## src/rtl/pkt_framer_pkg.sv

```systemverilog
package pkt_framer_pkg;

  typedef enum logic [2:0] {
    FLD_PRE  = 3'd0,
    FLD_SYNC = 3'd1,
    FLD_HDR  = 3'd2,
    FLD_LEN  = 3'd3,
    FLD_PAY  = 3'd4,
    FLD_CRC  = 3'd5,
    FLD_END  = 3'd6
  } fld_e;

  localparam int          FLD_N      = 7;
  localparam int          CRC_W      = 16;
  localparam logic [15:0] POLY_IBM   = 16'h8005;
  localparam logic [15:0] POLY_CCITT = 16'h1021;
  localparam logic [15:0] CRC_SEED   = 16'hFFFF;

endpackage

```

## src/rtl/pf_crc16.sv

```systemverilog
module pf_crc16 #(
  parameter int BYTE_W = 8
) (
  input  logic                                clk,
  input  logic                                rst,
  input  logic                                clear,
  input  logic                                feed,
  input  logic                                sel,
  input  logic [BYTE_W-1:0]                   din,
  output logic [pkt_framer_pkg::CRC_W-1:0]    crc
);
  import pkt_framer_pkg::*;

  logic [CRC_W-1:0] poly;
  logic [CRC_W-1:0] nxt;

  // Byte-parallel update, MSB of the byte first.
  always_comb begin
    logic fb;
    poly = sel ? POLY_CCITT : POLY_IBM;
    nxt  = crc;
    for (int b = BYTE_W - 1; b >= 0; b--) begin
      fb  = nxt[CRC_W-1] ^ din[b];
      nxt = {nxt[CRC_W-2:0], 1'b0};
      if (fb) nxt = nxt ^ poly;
    end
  end

  always_ff @(posedge clk) begin
    if (rst || clear) crc <= CRC_SEED;
    else if (feed)    crc <= nxt;
  end

endmodule

```

## src/rtl/pf_serializer.sv

```systemverilog
module pf_serializer #(
  parameter int BYTE_W = 8
) (
  input  logic              clk,
  input  logic              rst,
  input  logic              load,
  input  logic [BYTE_W-1:0] din,
  output logic              byte_end,
  output logic              tx_bit,
  output logic              tx_valid
);
  localparam int             CW   = $clog2(BYTE_W);
  localparam logic [CW-1:0]  LAST = CW'(BYTE_W - 1);

  logic [BYTE_W-1:0] shreg;
  logic [CW-1:0]     cnt;
  logic              act;

  // High while the final bit of the held byte is being moved out.
  assign byte_end = act && (cnt == LAST);

  always_ff @(posedge clk) begin
    if (rst) begin
      shreg    <= '0;
      cnt      <= '0;
      act      <= 1'b0;
      tx_bit   <= 1'b0;
      tx_valid <= 1'b0;
    end else begin
      tx_valid <= act;
      tx_bit   <= act ? shreg[BYTE_W-1] : 1'b0;
      if (load) begin
        shreg <= din;
        cnt   <= '0;
        act   <= 1'b1;
      end else if (act) begin
        shreg <= {shreg[BYTE_W-2:0], 1'b0};
        cnt   <= cnt + 1'b1;
        if (byte_end) act <= 1'b0;
      end
    end
  end

endmodule

```

## src/rtl/pf_field_seq.sv

```systemverilog
module pf_field_seq #(
  parameter int BYTE_W   = 8,
  parameter int PRE_W    = 8,
  parameter int SYNC_MAX = 4,
  parameter int HDR_MAX  = 4
) (
  input  logic                              clk,
  input  logic                              rst,
  input  logic                              start,
  input  logic [PRE_W-1:0]                  cfg_pre_bytes,
  input  logic [$clog2(SYNC_MAX)-1:0]       cfg_sync_len,
  input  logic [SYNC_MAX*BYTE_W-1:0]        cfg_sync_word,
  input  logic [$clog2(HDR_MAX+1)-1:0]      cfg_hdr_len,
  input  logic [HDR_MAX*BYTE_W-1:0]         cfg_hdr_word,
  input  logic                              cfg_len_en,
  input  logic [BYTE_W-1:0]                 cfg_pay_len,
  input  logic                              cfg_crc_en,
  input  logic                              cfg_crc_sel,
  input  logic                              fifo_empty,
  input  logic [BYTE_W-1:0]                 fifo_rdata,
  input  logic                              byte_end,
  input  logic [pkt_framer_pkg::CRC_W-1:0]  crc_val,
  output logic                              fifo_rd,
  output logic                              ld,
  output logic [BYTE_W-1:0]                 ld_byte,
  output logic                              crc_clear,
  output logic                              crc_feed,
  output logic                              crc_sel,
  output logic                              busy,
  output logic                              done,
  output logic                              err
);
  import pkt_framer_pkg::*;

  localparam int CNT_W  = (PRE_W > BYTE_W) ? PRE_W : BYTE_W;
  localparam int SYNC_W = SYNC_MAX * BYTE_W;
  localparam int HDR_W  = HDR_MAX * BYTE_W;
  localparam logic [BYTE_W-1:0] PRE_BYTE = {(BYTE_W/2){2'b01}};

  // Captured configuration
  logic [CNT_W-1:0]  pre_n, sync_n, hdr_n, pay_n;
  logic              len_en_q, crc_en_q, sel_q;
  logic [SYNC_W-1:0] sync_q;
  logic [HDR_W-1:0]  hdr_q;

  // Position of the next byte to load
  fld_e              fld;
  logic [CNT_W-1:0]  idx;
  logic              kick;

  logic [CNT_W-1:0]  flen [FLD_N];
  logic [CNT_W-1:0]  cur_len;
  logic              last_of_fld;
  fld_e              nxt_fld;
  logic              want, underflow, finish, accept;
  logic [SYNC_W-1:0] sync_sh;
  logic [HDR_W-1:0]  hdr_sh;

  assign accept = start && !busy;

  always_comb begin
    flen[FLD_PRE]  = pre_n;
    flen[FLD_SYNC] = sync_n;
    flen[FLD_HDR]  = hdr_n;
    flen[FLD_LEN]  = len_en_q ? CNT_W'(1) : '0;
    flen[FLD_PAY]  = pay_n;
    flen[FLD_CRC]  = crc_en_q ? CNT_W'(CRC_W / BYTE_W) : '0;
    flen[FLD_END]  = '0;
  end

  assign cur_len     = flen[fld];
  assign last_of_fld = (idx == cur_len - CNT_W'(1));

  // First non-empty field after the current one
  always_comb begin
    nxt_fld = FLD_END;
    for (int k = FLD_N - 2; k >= 0; k--) begin
      if (k > int'(fld) && flen[k] != '0) nxt_fld = fld_e'(k[2:0]);
    end
  end

  assign want      = busy && (kick || byte_end);
  assign underflow = want && (fld == FLD_PAY) && fifo_empty;
  assign finish    = want && (fld == FLD_END);
  assign ld        = want && !underflow && !finish;

  assign sync_sh = sync_q << (int'(idx) * BYTE_W);
  assign hdr_sh  = hdr_q  << (int'(idx) * BYTE_W);

  always_comb begin
    unique case (fld)
      FLD_PRE:  ld_byte = PRE_BYTE;
      FLD_SYNC: ld_byte = sync_sh[SYNC_W-1 -: BYTE_W];
      FLD_HDR:  ld_byte = hdr_sh[HDR_W-1 -: BYTE_W];
      FLD_LEN:  ld_byte = pay_n[BYTE_W-1:0];
      FLD_PAY:  ld_byte = fifo_rdata;
      FLD_CRC:  ld_byte = (idx == '0) ? crc_val[CRC_W-1 -: BYTE_W]
                                      : crc_val[BYTE_W-1:0];
      default:  ld_byte = '0;
    endcase
  end

  assign fifo_rd   = ld && (fld == FLD_PAY);
  assign crc_feed  = ld && (fld == FLD_HDR || fld == FLD_LEN || fld == FLD_PAY);
  assign crc_clear = accept;
  assign crc_sel   = sel_q;

  always_ff @(posedge clk) begin
    if (rst) begin
      busy     <= 1'b0;
      kick     <= 1'b0;
      done     <= 1'b0;
      err      <= 1'b0;
      fld      <= FLD_PRE;
      idx      <= '0;
      pre_n    <= CNT_W'(1);
      sync_n   <= CNT_W'(1);
      hdr_n    <= '0;
      pay_n    <= '0;
      len_en_q <= 1'b0;
      crc_en_q <= 1'b0;
      sel_q    <= 1'b0;
      sync_q   <= '0;
      hdr_q    <= '0;
    end else begin
      done <= 1'b0;
      kick <= 1'b0;
      if (accept) begin
        pre_n    <= (cfg_pre_bytes == '0) ? CNT_W'(1) : CNT_W'(cfg_pre_bytes);
        sync_n   <= CNT_W'(cfg_sync_len) + CNT_W'(1);
        hdr_n    <= (int'(cfg_hdr_len) > HDR_MAX) ? CNT_W'(HDR_MAX) : CNT_W'(cfg_hdr_len);
        pay_n    <= CNT_W'(cfg_pay_len);
        len_en_q <= cfg_len_en;
        crc_en_q <= cfg_crc_en;
        sel_q    <= cfg_crc_sel;
        sync_q   <= cfg_sync_word;
        hdr_q    <= cfg_hdr_word;
        busy     <= 1'b1;
        kick     <= 1'b1;
        err      <= 1'b0;
        fld      <= FLD_PRE;
        idx      <= '0;
      end else if (underflow) begin
        busy <= 1'b0;
        err  <= 1'b1;
      end else if (finish) begin
        busy <= 1'b0;
        done <= 1'b1;
      end else if (ld) begin
        if (last_of_fld) begin
          fld <= nxt_fld;
          idx <= '0;
        end else begin
          idx <= idx + CNT_W'(1);
        end
      end
    end
  end

endmodule

```

## src/rtl/pkt_framer_tx.sv

```systemverilog
module pkt_framer_tx #(
  parameter int BYTE_W   = 8,
  parameter int PRE_W    = 8,
  parameter int SYNC_MAX = 4,
  parameter int HDR_MAX  = 4
) (
  input  logic                          clk,
  input  logic                          rst,
  input  logic                          start,
  input  logic [PRE_W-1:0]              cfg_pre_bytes,
  input  logic [$clog2(SYNC_MAX)-1:0]   cfg_sync_len,
  input  logic [SYNC_MAX*BYTE_W-1:0]    cfg_sync_word,
  input  logic [$clog2(HDR_MAX+1)-1:0]  cfg_hdr_len,
  input  logic [HDR_MAX*BYTE_W-1:0]     cfg_hdr_word,
  input  logic                          cfg_len_en,
  input  logic [BYTE_W-1:0]             cfg_pay_len,
  input  logic                          cfg_crc_en,
  input  logic                          cfg_crc_sel,
  input  logic                          fifo_empty,
  input  logic [BYTE_W-1:0]             fifo_rdata,
  output logic                          fifo_rd,
  output logic                          tx_bit,
  output logic                          tx_valid,
  output logic                          tx_done,
  output logic                          tx_err,
  output logic                          busy
);
  import pkt_framer_pkg::*;

  logic              byte_end, ld, crc_clear, crc_feed, crc_sel;
  logic [BYTE_W-1:0] ld_byte;
  logic [CRC_W-1:0]  crc_val;

  pf_field_seq #(
    .BYTE_W(BYTE_W), .PRE_W(PRE_W), .SYNC_MAX(SYNC_MAX), .HDR_MAX(HDR_MAX)
  ) u_seq (
    .clk(clk), .rst(rst), .start(start),
    .cfg_pre_bytes(cfg_pre_bytes), .cfg_sync_len(cfg_sync_len),
    .cfg_sync_word(cfg_sync_word), .cfg_hdr_len(cfg_hdr_len),
    .cfg_hdr_word(cfg_hdr_word), .cfg_len_en(cfg_len_en),
    .cfg_pay_len(cfg_pay_len), .cfg_crc_en(cfg_crc_en),
    .cfg_crc_sel(cfg_crc_sel), .fifo_empty(fifo_empty),
    .fifo_rdata(fifo_rdata), .byte_end(byte_end), .crc_val(crc_val),
    .fifo_rd(fifo_rd), .ld(ld), .ld_byte(ld_byte),
    .crc_clear(crc_clear), .crc_feed(crc_feed), .crc_sel(crc_sel),
    .busy(busy), .done(tx_done), .err(tx_err)
  );

  pf_crc16 #(.BYTE_W(BYTE_W)) u_crc (
    .clk(clk), .rst(rst), .clear(crc_clear), .feed(crc_feed),
    .sel(crc_sel), .din(ld_byte), .crc(crc_val)
  );

  pf_serializer #(.BYTE_W(BYTE_W)) u_ser (
    .clk(clk), .rst(rst), .load(ld), .din(ld_byte),
    .byte_end(byte_end), .tx_bit(tx_bit), .tx_valid(tx_valid)
  );

endmodule

```

## config.mk

```make
export PLATFORM = sky130hd
export DESIGN_NAME = pkt_framer_tx
export DESIGN_NICKNAME = d
export VERILOG_FILES = /design/src/rtl/pkt_framer_pkg.sv /design/src/rtl/pf_crc16.sv /design/src/rtl/pf_serializer.sv /design/src/rtl/pf_field_seq.sv /design/src/rtl/pkt_framer_tx.sv
export SDC_FILE = /design/constraint.sdc
export NUM_CORES = 1
export LEC_CHECK = 0
export BUFFER_PORTS_ARGS = -buffer_cell sky130_fd_sc_hd__buf_2
export CORE_ASPECT_RATIO = 0.5
export CORE_MARGIN = 4
export CORE_UTILIZATION = 45
export CTS_BUF_LIST = sky130_fd_sc_hd__clkbuf_2 sky130_fd_sc_hd__clkbuf_4 sky130_fd_sc_hd__clkbuf_8
export DETAILED_ROUTE_END_ITERATION = 8
export GPL_TIMING_DRIVEN = 0
export PLACE_DENSITY = 0.66
export SYNTH_ARGS = -nofsm -noshare
export SYNTH_HDL_FRONTEND = slang
export SYNTH_HIERARCHICAL = 1
export SYNTH_SLANG_ARGS = --single-unit
```

## constraint.sdc

```tcl
create_clock -name clk -period 4.9 [get_ports clk]
set_input_delay 0.98 -clock clk [delete_from_list [all_inputs] [get_ports clk]]
set_output_delay 0.98 -clock clk [all_outputs]
set_load 0.005 [all_outputs]
```

==> impl_metrics.ini <==
[die]
die_h_um = 95.46
die_area_sq_um = 17460
design.portCount = 106
die_w_um = 182.9
core_area_sq_um = 14700
initial_core_util_pct = 46.83
rows = 31

[detailed_routing]
first_pass_iters = 5
viasPerCell = 5.468
drtAntennaViolNets = 0
drc = 0
vias = 6173
drt_wl_total_mm = 19.82
first_iter_violations = 534
routedWlPerCell_um = 17.55

[cts]
clock_sinks = 134
cts_resized = 0
clkTransAtPathRegs_ns = 0.09
cts_htree_levels = 4
clk_path_buf_depth = 2
cts_setup_buffers = 0
clock_latency_ns = 0.45
cts_buffers = 17
cts-root-buf = clkbuf_8
cts_tree = built
ctsHoldBuffers = 0

[critical_path]
cp_data_required_time_ns = 5.24
end_kind = flop
critPathKind = flop to flop
crit_fanout = 10
arrival_ns = 4.88
start_kind = flop

[sta]
setup_tns_ns = 0
rsz0062_at_grt = false
fin_crit_sh_pct = 92.80
period_needed_ns = 4.547
slew_violations = 0
finalClockSkew_ns = 0.01682
relSlewSlack_pct = 39.24
timing.fmax_ghz = 0.2199
finalSetupViolCount = 0
hold_violations = 0
tightest_slew_ns = 0.9114

[yosys]
async_flop_share_pct = 0
ys_warn_count = 6
syn-num-nets = 901
synth-seq-cells = 134
synth_cells = 795
seq_area_frac_synth_pct = 38.97
ys.flop_type = dfxtp_1
syn_area_per_cell_sq_um = 8.659
synth_cell_types = 72
syn-cell-area_sq_um = 6884
synth_edf_count = 0

[global_route]
grt_max_degree = 17
grt_pass1_wl_mm = 30.93
grt_usage_pct = 22.87
grt_pass1_vias = 6032
antenna_found_initial = 0
grt.overflow.total = 0

[layout]
final_nets = 1025
layout-drive-gt1-share_pct = 20.41
postLayoutCoreUtil_pct = 54.80
area_delta_synth_final_pct = 17.03
antenna_cells = 0

[placement]
place.gp.congestion = 0.9244
numPortBuffers = 105
dp_hpwl_mm = 15.03

[outcome]
status = completed

[power]
p_leak_uw = 0.003180
irDropWorstVdd_uv = 191.1
power_density_nw_per_um2 = 297.8

[job]
maxCapViolations = 0

[min_path]
hp-class = flop to flop
## path summary, 6_finish.rpt
path              cells after the start              end             from  slack (ns)
hold reg to reg                       2  u_seq/hdr_q[22]  u_seq/hdr_q[22]        0.46
setup / recovery                     11     u_crc/crc[1]     u_seq/fld[0]        0.35
hold / removal                        2  u_seq/hdr_q[22]  u_seq/hdr_q[22]        0.46
setup reg to reg                     11     u_crc/crc[1]     u_seq/fld[0]        0.35
## metal layers
| metal | part of all wire, % | vias to the layer above | GRT usage [%] |
|---|---|---|---|
| met5 | 0 | - | 0 |
| met4 | 2.0 | 0 | 7.559 |
| met3 | 6.4 | 32 | 4.268 |
| met2 | 45 | 228 | 37.08 |
| met1 | 46 | 2903 | 31.18 |
| li1 | - | 3010 | - |
## placed cells by master, fill, tap and decap left out, drive strengths merged, types with 7 or more instances in the layout
cell type,instances
a211oi,12
a21oi,105
buf,119
clkbuf,51
dfxtp,134
inv,19
mux2i,39
mux4,16
nand2,199
nand3,7
nand4,8
nor2,44
nor2b,9
nor3,12
o211ai,7
o21ai,13
o221ai,9
xnor2,33
xor2,16
## cells in the mapped netlist, types with 3 or more instances
library cell	instances	area share, %
a21oi_1	104	7.6
buf_2	3	0.22
nand4_1	8	0.73
xnor3_1	5	1.6
a31oi_1	4	0.36
nor2_1	42	2.3
clkbuf_1	32	1.7
a211oi_1	9	0.98
a211oi_2	3	0.55
clkinv_1	3	0.16
nor4_1	3	0.27
xnor2_1	27	3.4
or3_1	4	0.36
o21ai_0	11	0.80
dfxtp_1	134	39
xnor2_2	6	1.4
o211ai_1	7	0.76
mux2i_1	38	5.5
ha_1	6	1.1
nand3b_1	4	0.44
nor2b_1	9	0.82
nand3_1	7	0.51
inv_1	10	0.55
and2_1	4	0.36
o221ai_1	9	1.1
xor2_1	14	1.8
mux4_2	16	5.2
buf_1	6	0.33
nand2_1	199	11
a22oi_1	5	0.55
nor3_1	11	0.80
## power breakdown
group | switching, uW | leakage (uW) | internal (uW)
Sequential | 33.9 | 0.00109 | 1130
Clock | 487 | 0.000196 | 464
Combinational | 163 | 0.00189 | 117
Total | 684 | 0.00318 | 1720
## worst max-delay path: stages, from the launching register on
cell and delay (ns):
dfxtp_1 0.32, buf_4 0.18, nor3b_4 0.62, clkbuf_1 0.56
mux4_2 0.41, mux2i_1 0.37, o221ai_1 0.33, xnor2_1 0.46
xnor2_2 0.23, xnor3_1 0.39, or3_1 0.33, a31o_1 0.22
## metrics by stage
| stage | power [uW] | instance area (sq um) | worst slack [ns] | hold WS, ns | instances |
|---|---|---|---|---|---|
| global route | 2496 | 8056 | 0.1958 | 0.4727 | 1129 |
| CTS | 2414 | 8056 | 0.4341 | 0.4561 | 1129 |
| detailed placement | 1468 | 7657 | 0.5338 | 0.4448 | 1098 |
| finish | 2399 | 8056 | 0.3529 | 0.4593 | 1129 |
| global placement | 1462 | 7657 | 0.5219 | 0.4384 | 1098 |
| floorplan | 1357 | 6884 | 1.511 | 0.4291 | 795 |
## sequential cells by signal (all words and copies together), names as in the netlist, 8 cells and up
| signal | cells |
|---|---|
| u_seq/idx | 8 |
| u_seq/hdr_q | 32 |
| u_seq/sync_q | 32 |
| u_ser/shreg | 8 |
| u_seq/pay_n | 8 |
| u_seq/pre_n | 8 |
| u_crc/crc | 16 |
## logic make-up (layout without fill, tap and decap cells)
kind of cell               after synthesis  count (layout)  synth area share [%]
AOI/OAI and AO/OA                      173             173                 15.54
xor gates and xnor gates                54              54                 9.069
adders and majority gates                6               6                 1.090
buffers and inverters                   63             199                 4.271
DFF                                    134             134                 38.97
muxes                                   56              56                 11.12
and+or+nand+nor                        309             309                 19.94
## layout make-up
type | count | area, sq um
multi-input combinational | 598 | 3908
inverter | 15 | 56.30
clock inverter | 14 | 165.2
tap | 198 | 247.7
sequential | 134 | 2683
buffer | 48 | 237.7
fill | 1388 | 6644
clock buffer | 17 | 234.0
timing repair buffer | 105 | 525.5
No activity file was read; power rests on OpenSTA's default activity.
